--- src/rtl/urx_pkg.sv ---
package urx_pkg;
  typedef enum logic [2:0] {
    ST_IDLE   = 3'd0,
    ST_START  = 3'd1,
    ST_DATA   = 3'd2,
    ST_STOP   = 3'd3,
    ST_WAITHI = 3'd4
  } urx_state_e;
endpackage

--- src/rtl/urx_prescale.sv ---
// Divides the system clock down to the oversampling tick.
module urx_prescale #(
  parameter int DIV = 326
) (
  input  logic clk,
  input  logic rst,
  output logic tick_o
);
  generate
    if (DIV < 2) begin : g_pass
      assign tick_o = 1'b1;
    end else begin : g_cnt
      localparam int CW = $clog2(DIV);
      localparam logic [CW-1:0] LAST = CW'(DIV - 1);
      logic [CW-1:0] cnt_q;
      always_ff @(posedge clk) begin
        if (rst)               cnt_q <= '0;
        else if (cnt_q == LAST) cnt_q <= '0;
        else                   cnt_q <= cnt_q + 1'b1;
      end
      assign tick_o = (cnt_q == LAST);
    end
  endgenerate
endmodule

--- src/rtl/urx_sync.sv ---
// Multi-flop synchroniser; resets to the idle (high) level.
module urx_sync #(
  parameter int STAGES = 2
) (
  input  logic clk,
  input  logic rst,
  input  logic din,
  output logic dout
);
  logic [STAGES-1:0] sh_q;
  generate
    if (STAGES == 1) begin : g_one
      always_ff @(posedge clk) begin
        if (rst) sh_q <= '1;
        else     sh_q <= din;
      end
    end else begin : g_many
      always_ff @(posedge clk) begin
        if (rst) sh_q <= '1;
        else     sh_q <= {sh_q[STAGES-2:0], din};
      end
    end
  endgenerate
  assign dout = sh_q[STAGES-1];
endmodule

--- src/rtl/urx_voter.sv ---
// Accumulates samples in a window centred on the bit middle and
// delivers the majority at the last tick of the window.
module urx_voter #(
  parameter int OVS    = 16,
  parameter int VOTE_N = 5,
  localparam int PW    = $clog2(OVS)
) (
  input  logic          clk,
  input  logic          rst,
  input  logic          clr,
  input  logic          tick,
  input  logic [PW-1:0] pos,
  input  logic          bit_in,
  output logic          done_o,
  output logic          val_o
);
  localparam int HALF = VOTE_N / 2;
  localparam int CTR  = OVS / 2;
  localparam int CW   = $clog2(VOTE_N + 1);
  localparam logic [PW-1:0] WLO = PW'(CTR - HALF);
  localparam logic [PW-1:0] WHI = PW'(CTR + HALF);

  logic [CW-1:0] acc_q;
  logic          in_win;
  logic [CW:0]   sum_w;

  assign in_win = (pos >= WLO) && (pos <= WHI);

  always_ff @(posedge clk) begin
    if (rst || clr) begin
      acc_q <= '0;
    end else if (tick && in_win) begin
      if (pos == WHI) acc_q <= '0;
      else            acc_q <= acc_q + CW'(bit_in);
    end
  end

  assign sum_w  = {1'b0, acc_q} + (CW+1)'(bit_in);
  assign done_o = tick && (pos == WHI);
  assign val_o  = (sum_w > (CW+1)'(HALF));
endmodule

--- src/rtl/uart_rx_vote.sv ---
// Oversampling serial receiver: start-edge search, voted bit recovery,
// byte strobe and framing-error flag.
module uart_rx_vote #(
  parameter int CLK_DIV = 326,
  parameter int OVS     = 16,
  parameter int VOTE_N  = 5,
  parameter int DATA_W  = 8,
  parameter int SYNC_N  = 2
) (
  input  logic              clk_i,
  input  logic              rst_i,
  input  logic              rx_i,
  output logic [DATA_W-1:0] data_o,
  output logic              valid_o,
  output logic              frame_err_o
);
  import urx_pkg::*;

  localparam int PW = $clog2(OVS);
  localparam int BW = (DATA_W > 1) ? $clog2(DATA_W) : 1;
  localparam logic [PW-1:0] POS_LAST = PW'(OVS - 1);
  localparam logic [BW-1:0] BIT_LAST = BW'(DATA_W - 1);

  logic              tick_w;
  logic              rx_s;
  logic              vote_done;
  logic              vote_val;
  urx_state_e        st_q;
  logic [PW-1:0]     pos_q;
  logic [PW-1:0]     pos_nx;
  logic [BW-1:0]     bit_q;
  logic [DATA_W-1:0] shr_q;

  urx_prescale #(.DIV(CLK_DIV)) u_pre (
    .clk(clk_i), .rst(rst_i), .tick_o(tick_w)
  );

  urx_sync #(.STAGES(SYNC_N)) u_sync (
    .clk(clk_i), .rst(rst_i), .din(rx_i), .dout(rx_s)
  );

  urx_voter #(.OVS(OVS), .VOTE_N(VOTE_N)) u_vote (
    .clk(clk_i), .rst(rst_i), .clr(st_q == ST_IDLE), .tick(tick_w),
    .pos(pos_q), .bit_in(rx_s), .done_o(vote_done), .val_o(vote_val)
  );

  assign pos_nx = (pos_q == POS_LAST) ? '0 : pos_q + 1'b1;

  always_ff @(posedge clk_i) begin
    if (rst_i) begin
      st_q        <= ST_IDLE;
      pos_q       <= '0;
      bit_q       <= '0;
      shr_q       <= '0;
      data_o      <= '0;
      valid_o     <= 1'b0;
      frame_err_o <= 1'b0;
    end else begin
      valid_o     <= 1'b0;
      frame_err_o <= 1'b0;
      if (tick_w) begin
        case (st_q)
          ST_IDLE: begin
            if (!rx_s) begin
              st_q  <= ST_START;
              pos_q <= PW'(1);
            end
          end
          ST_START: begin
            pos_q <= pos_nx;
            if (vote_done) begin
              if (vote_val) begin
                st_q  <= ST_IDLE;
                pos_q <= '0;
              end else begin
                st_q  <= ST_DATA;
                bit_q <= '0;
              end
            end
          end
          ST_DATA: begin
            pos_q <= pos_nx;
            if (vote_done) begin
              shr_q <= {vote_val, shr_q[DATA_W-1:1]};
              if (bit_q == BIT_LAST) st_q <= ST_STOP;
              else                   bit_q <= bit_q + 1'b1;
            end
          end
          ST_STOP: begin
            pos_q <= pos_nx;
            if (vote_done) begin
              data_o      <= shr_q;
              valid_o     <= 1'b1;
              frame_err_o <= !vote_val;
              st_q        <= vote_val ? ST_IDLE : ST_WAITHI;
              pos_q       <= '0;
            end
          end
          ST_WAITHI: begin
            if (rx_s) st_q <= ST_IDLE;
          end
          default: begin
            st_q  <= ST_IDLE;
            pos_q <= '0;
          end
        endcase
      end
    end
  end
endmodule

--- config.mk ---
export PLATFORM = sky130hd
export DESIGN_NAME = uart_rx_vote
export DESIGN_NICKNAME = d
export VERILOG_FILES = /design/src/rtl/urx_pkg.sv /design/src/rtl/urx_prescale.sv /design/src/rtl/urx_sync.sv /design/src/rtl/urx_voter.sv /design/src/rtl/uart_rx_vote.sv
export SDC_FILE = /design/constraint.sdc
export NUM_CORES = 1
export LEC_CHECK = 0
export ABC_AREA = 1
export BUFFER_PORTS_ARGS = -buffer_cell sky130_fd_sc_hd__buf_2
export CORE_MARGIN = 1
export CORE_UTILIZATION = 59
export CTS_CLUSTER_DIAMETER = 120
export DETAILED_ROUTE_END_ITERATION = 6
export PLACE_DENSITY = 0.78
export SETUP_SLACK_MARGIN = 0.15
export SLEW_MARGIN = 20
export SYNTH_ARGS = -nofsm -noshare
export SYNTH_HDL_FRONTEND = slang
export SYNTH_SLANG_ARGS = --single-unit
--- constraint.sdc ---
create_clock -name clk_i -period 2.4 [get_ports clk_i]
set_clock_uncertainty 0.1 [all_clocks]
set_input_delay 0.48 -clock clk_i [delete_from_list [all_inputs] [get_ports clk_i]]
set_output_delay 0.48 -clock clk_i [all_outputs]
set_load 0.01 [all_outputs]
* Word-level counts from Yosys, hierarchy flattened *
Cells that the tools add are included.

operators by class
  add/subtract/negate cells = 5
  multiplexer cells = 22
  equality and inequality tests = 16
  reduce and logical (&&, ||, !) cells = 15
  $lt $le $gt $ge = 3
  bitwise operators = 4

operator list
  cell                                                            number
  two-way mux 3 bit                                               12
  two-way mux 4 bit                                               5
  one-hot mux 4 bit (5 select lines)                              1
  one-hot mux 3 bit (5 select lines)                              1
  adder 9 x 1 -> 9 bit (second input constant)                    1
  == test 9 bit (second input constant)                           1
  AND reduction 3 bit                                             3
  == test 4 bit (second input constant)                           2
  inequality test 2 x 1 -> 1 bit (second input constant)          4
  inequality test 2 bit (second input constant)                   4
  AND reduction 7 bit                                             1
  == test 3 x 2 -> 1 bit (second input constant)                  2
  == test 3 bit (second input constant)                           2
  one-hot mux 3 bit (2 select lines)                              1
  AND reduction 6 bit                                             1
  adder 3 x 1 -> 4 bit                                            1
  adder 4 x 1 -> 4 bit (second input constant)                    1
  >= comparator 4 x 3 -> 1 bit (second input constant)            1
  greater-than comparator 4 x 2 -> 1 bit (second input constant)  1
  less-or-equal comparator 4 bit (second input constant)          1
  inverter 1 bit                                                  4
  OR reduction 4 bit                                              1
  adder 3 x 1 -> 3 bit                                            1
  adder 3 x 1 -> 3 bit (second input constant)                    1
  other kinds (10)                                                12

storage, ports and cells
  bits in registers = 42
  logic and storage cells = 75
  output and inout port bits = 10
  bits of input ports = 3

* Depth between registers and ports, before layout *
  word-level depth = 5
  mapped depth = 12
  mapped depth without buffers = 12

* Hierarchy *
From an unflattened synthesis, not the netlist that was laid out.

second synthesis, totals
  cells, all modules = 280
  area, all modules = 2037.0 µm²

modules (own cells, without submodules)
  module        times used  sequential area each (µm²)  cells an instance  area an instance (µm²)
  uart_rx_vote  1           560.5                       165                1285.0
  urx_prescale  1           180.2                       67                 457.9
  urx_voter     1           60.1                        41                 235.2
  urx_sync      1           40.0                        7                  58.8

* Least setup slack after synthesis *
No wires, ideal clock.

  path type = register to register
  start = reg u_sync.sh_q[1]
  end = reg bit_q[1]
  period minus slack after synthesis = 1734 ps
  slack = 666 ps
  cell stages (with the launch flop) = 11
  buffers on the path = 0
  data arrival time = 1503 ps
  setup time = 131 ps
  cells stage by stage = dfxtp_1 ha_1 ha_1 nand2_1 nand2_1 nor2_1 nand2_1 nand2_1 nand3_1 nand2_1 a21oi_1

on the way
  word-level cells in the longest chain between the ends = 4

RTL lines
  item                                    RTL line            source
  from (decl)                             urx_sync.sv:10      logic [STAGES-1:0] sh_q;
  from (signal assigned)                  urx_sync.sv:20      else sh_q <= {sh_q[STAGES-2:0], din};
  adder 3 x 1 -> 4 bit                    urx_voter.sv:38     assign sum_w = {1'b0, acc_q} + (CW+1)'(bit_in);
  greater-than comparator 4 x 2 -> 1 bit  urx_voter.sv:40     assign val_o = (sum_w > (CW+1)'(HALF));
  inequality test 2 bit (no source line)  -
  AND reduction 6 bit (no source line)    -
  to (signal assigned)                    uart_rx_vote.sv:86  else bit_q <= bit_q + 1'b1;
  to (decl)                               uart_rx_vote.sv:31  logic [BW-1:0] bit_q;

Every way passes these cells.
A chain may end at the register's enable or synchronous reset.

* Worst setup path after layout *
  start = reg u_sync.sh_q[1]
  end = reg bit_q[2]

The elaborated chain is that of the path after synthesis.

==> flow_summary.ini <==
[clock_tree]
cts_setup_buffers = 0
cts_resized = 0
hold_buffers = 0
cts_made_buffers = 5
cts_tree = yes
cts_root_buf = clkbuf_4
cts.sinks = 42
htree_levels = 2
clk_pin_slew_ns = 0.12
cts_buffer_depth = 2
clock_latency_ns = 0.35

[drt]
drc_errors = 0
ant_nets = 0
viasPerCell = 5.107
drt_wl_total_um = 3544
first_pass_iters = 4
drt_iter0_drc = 93
routedWlPerCell_um = 10.55
vias = 1716

[hold_path]
hold_depth = 2
hp-class = in2reg
hp-start = rx_i
worst_hold_path.endpoint = u_sync.sh_q[0]

[synthesis]
synth-seq-area-share = 0.4267
synthMuxAreaShare = 0
synth_fa_ha_area_frac = 0.05079
syn-num-nets = 287
syn_inst = 276
yosys.area_share.simple = 0.3390
synth-xor-area-share = 0.008889
ys_ff_latch = 42
yosys_warnings = 0
synth_compound_area_frac = 0.09651
synth_top_family_by_area = simple AND/OR/NAND/NOR gates
syn_area_per_cell_um2 = 7.140
synth_area_mm2 = 0.001971
synth.distinct_cells = 26

[layout]
stdcell_count = 336
seqCellArea_um2 = 840.8
final_layout_size_suffix_gt1_frac = 0.1267
layout.nets = 302
utilization = 0.6915
area.growth.synth_to_final_pct = 8.889
multi_input_area_um2 = 975.9
fill_cells = 289
diodes = 0

[power_and_ir_drop]
total_power_uw = 1177
p_seq_frac = 0.601
p_sw_uw = 245.1
p_comb_frac = 0.023
p_leak_uw = 0.001038
clkPwrFrac = 0.376
switching_share = 0.2084
p_per_area_mw_per_mm2 = 548.3
max-vdd-ir-drop_mv = 0.3885
cellInternalPower_uw = 931.4

[global_routing]
overflow = 0
antenna_found_initial = 0
grt_max_degree = 22
grt_pass1_wl_um = 6175
first_global_vias = 1478
grt.total_usage = 0.2328

[worst_setup_path]
worstSetupPathType = reg2reg
arrival_ns = 2.07
worstPathMaxFanout = 5
ff2ff_path_depth = 10
critPathCaptureType = register
r2r_end = bit_q[2]
r2r_start = u_sync.sh_q[1]
required_ns = 2.55
startpoint_type = register
reg2reg_slack_ns = 0.48

[place]
dpl.hpwl_um = 2554
io_buffers = 12
dp_cells = 328
gp_congestion = 0.8601

[timing]
slew_headroom = 0.6287
fin_tns_setup_ns = 0
hold_slack_ns = 0.2015
finalSetupViolations = 0
final_hold_viol_count = 0
fin_crit_sh = 0.7995
worst_slew_pin_slew_ns = 0.5563
fmax_mhz = 521.2
drv_slew = 0
rsz0062_at_grt = false
min_period_ns = 1.919

[job]
cap_viol_max_count = 0

[floorplan]
die_w_um = 59.80
die-area_mm2 = 0.003575
coreArea_mm2 = 0.003103
die_y_um = 59.80
fp-row-count = 20
io_pins = 13
initial_core_util = 0.6351

[run_status]
status = complete, no violations
-- flip-flops by register name (all words and copies together) (netlist names) --
register,cells
bit_q,3
data_o,8
frame_err_o,1
pos_q,4
shr_q,8
st_q,3
u_pre.g_cnt.cnt_q,9
u_sync.sh_q,2
u_vote.acc_q,3
valid_o,1
-- cell usage after synthesis --
cell type,instances,share of area
and3_1,1,0.0032
nand4_1,5,0.016
nor3_1,4,0.010
o21ai_0,22,0.056
nand2_1,48,0.091
or2_2,2,0.0063
a21oi_1,14,0.036
inv_2,4,0.0076
nor3b_1,1,0.0038
inv_1,29,0.055
xor2_1,2,0.0089
nor3_4,1,0.0083
nand3_4,1,0.0089
nor2_2,2,0.0063
o21ai_1,2,0.0051
clkbuf_1,3,0.0057
nand3_1,15,0.038
nor4_1,1,0.0032
ha_1,8,0.051
clkinv_2,1,0.0025
nand2_2,2,0.0063
buf_4,1,0.0038
nor2_1,60,0.11
nor2_4,4,0.023
dfxtp_1,42,0.43
inv_4,1,0.0032
-- cell usage in the layout (no fill, tap or decap), drive strengths merged --
| cell type | instances |
|---|---|
| buf | 12 |
| nor3b | 1 |
| and3 | 1 |
| nor3 | 5 |
| nand4 | 5 |
| inv | 34 |
| clkinv | 1 |
| clkbuf | 6 |
| nand2 | 50 |
| xor2 | 2 |
| ha | 8 |
| nand3 | 16 |
| a21oi | 14 |
| dfxtp | 42 |
| o21ai | 24 |
| bufinv | 1 |
| or2 | 2 |
| nor4 | 1 |
| nor2 | 66 |
| clkinvlp | 1 |
-- worst max path at each step --
stage | startpoint | end | slack (ns)
2_1_floorplan | u_sync.sh_q[1] | bit_q[1] | 0.67
3_3_place_gp | u_sync.sh_q[1] | bit_q[0] | 0.57
3_5_place_dp | u_sync.sh_q[1] | bit_q[2] | 0.51
4_1_cts | u_sync.sh_q[1] | bit_q[2] | 0.49
5_1_grt | u_sync.sh_q[1] | bit_q[2] | 0.26
6_report | u_sync.sh_q[1] | bit_q[2] | 0.48
-- metrics by stage --
step           cell area, um2  worst slack, ns
2_1_floorplan            1971           0.6657
3_3_place_gp             2067           0.5672
3_5_place_dp             2067           0.5094
4_1_cts                  2146           0.4900
5_1_grt                  2146           0.2555
6_report                 2146           0.4812
-- worst max-delay path, stage by stage, from the launching register on --
cell     delay (ns)
dfxtp_1        0.36
ha_1           0.23
ha_1           0.29
nand2_1        0.07
nand2_1        0.05
nor2_1         0.19
nand2_1        0.10
nand2_1        0.15
nand3_1        0.15
nand2_1        0.09
a21oi_1        0.06
-- power groups by stage --
stage	Combinational [uW]	Sequential [uW]	Clock, uW
floorplan	20.9	722	0
global placement	27.3	723	0
detailed placement	27.4	723	0
CTS	27.4	707	456
global route	31.1	708	489
finish	26.9	707	443
-- per-layer routing --
metal / up-vias / routed length, um / global-route usage
met5: - / 0 / 0
met4: 0 / 71 / 0.1229
met3: 9 / 131 / 0.04545
met2: 27 / 1584 / 0.3619
met1: 761 / 1756 / 0.3042
li1: 919 / - / -
-- cells by family (layout without fill, tap and decap cells) --
logic type | Yosys count | in the layout
buf+inv | 39 | 55
fa+ha+maj | 8 | 8
simple gates | 147 | 147
compound gates | 38 | 38
xor+xnor | 2 | 2
flops | 42 | 42
-- layout make-up --
cell class              instances  area share
clock inverters                 2     0.01749
flip-flops and latches         42      0.3918
inverters                      35     0.06297
clock buffers                   6     0.01924
well taps                      44     0.02566
repair buffers                 12     0.02799
multi-input cells             195      0.4548
No activity file was read; power rests on OpenSTA's default activity.
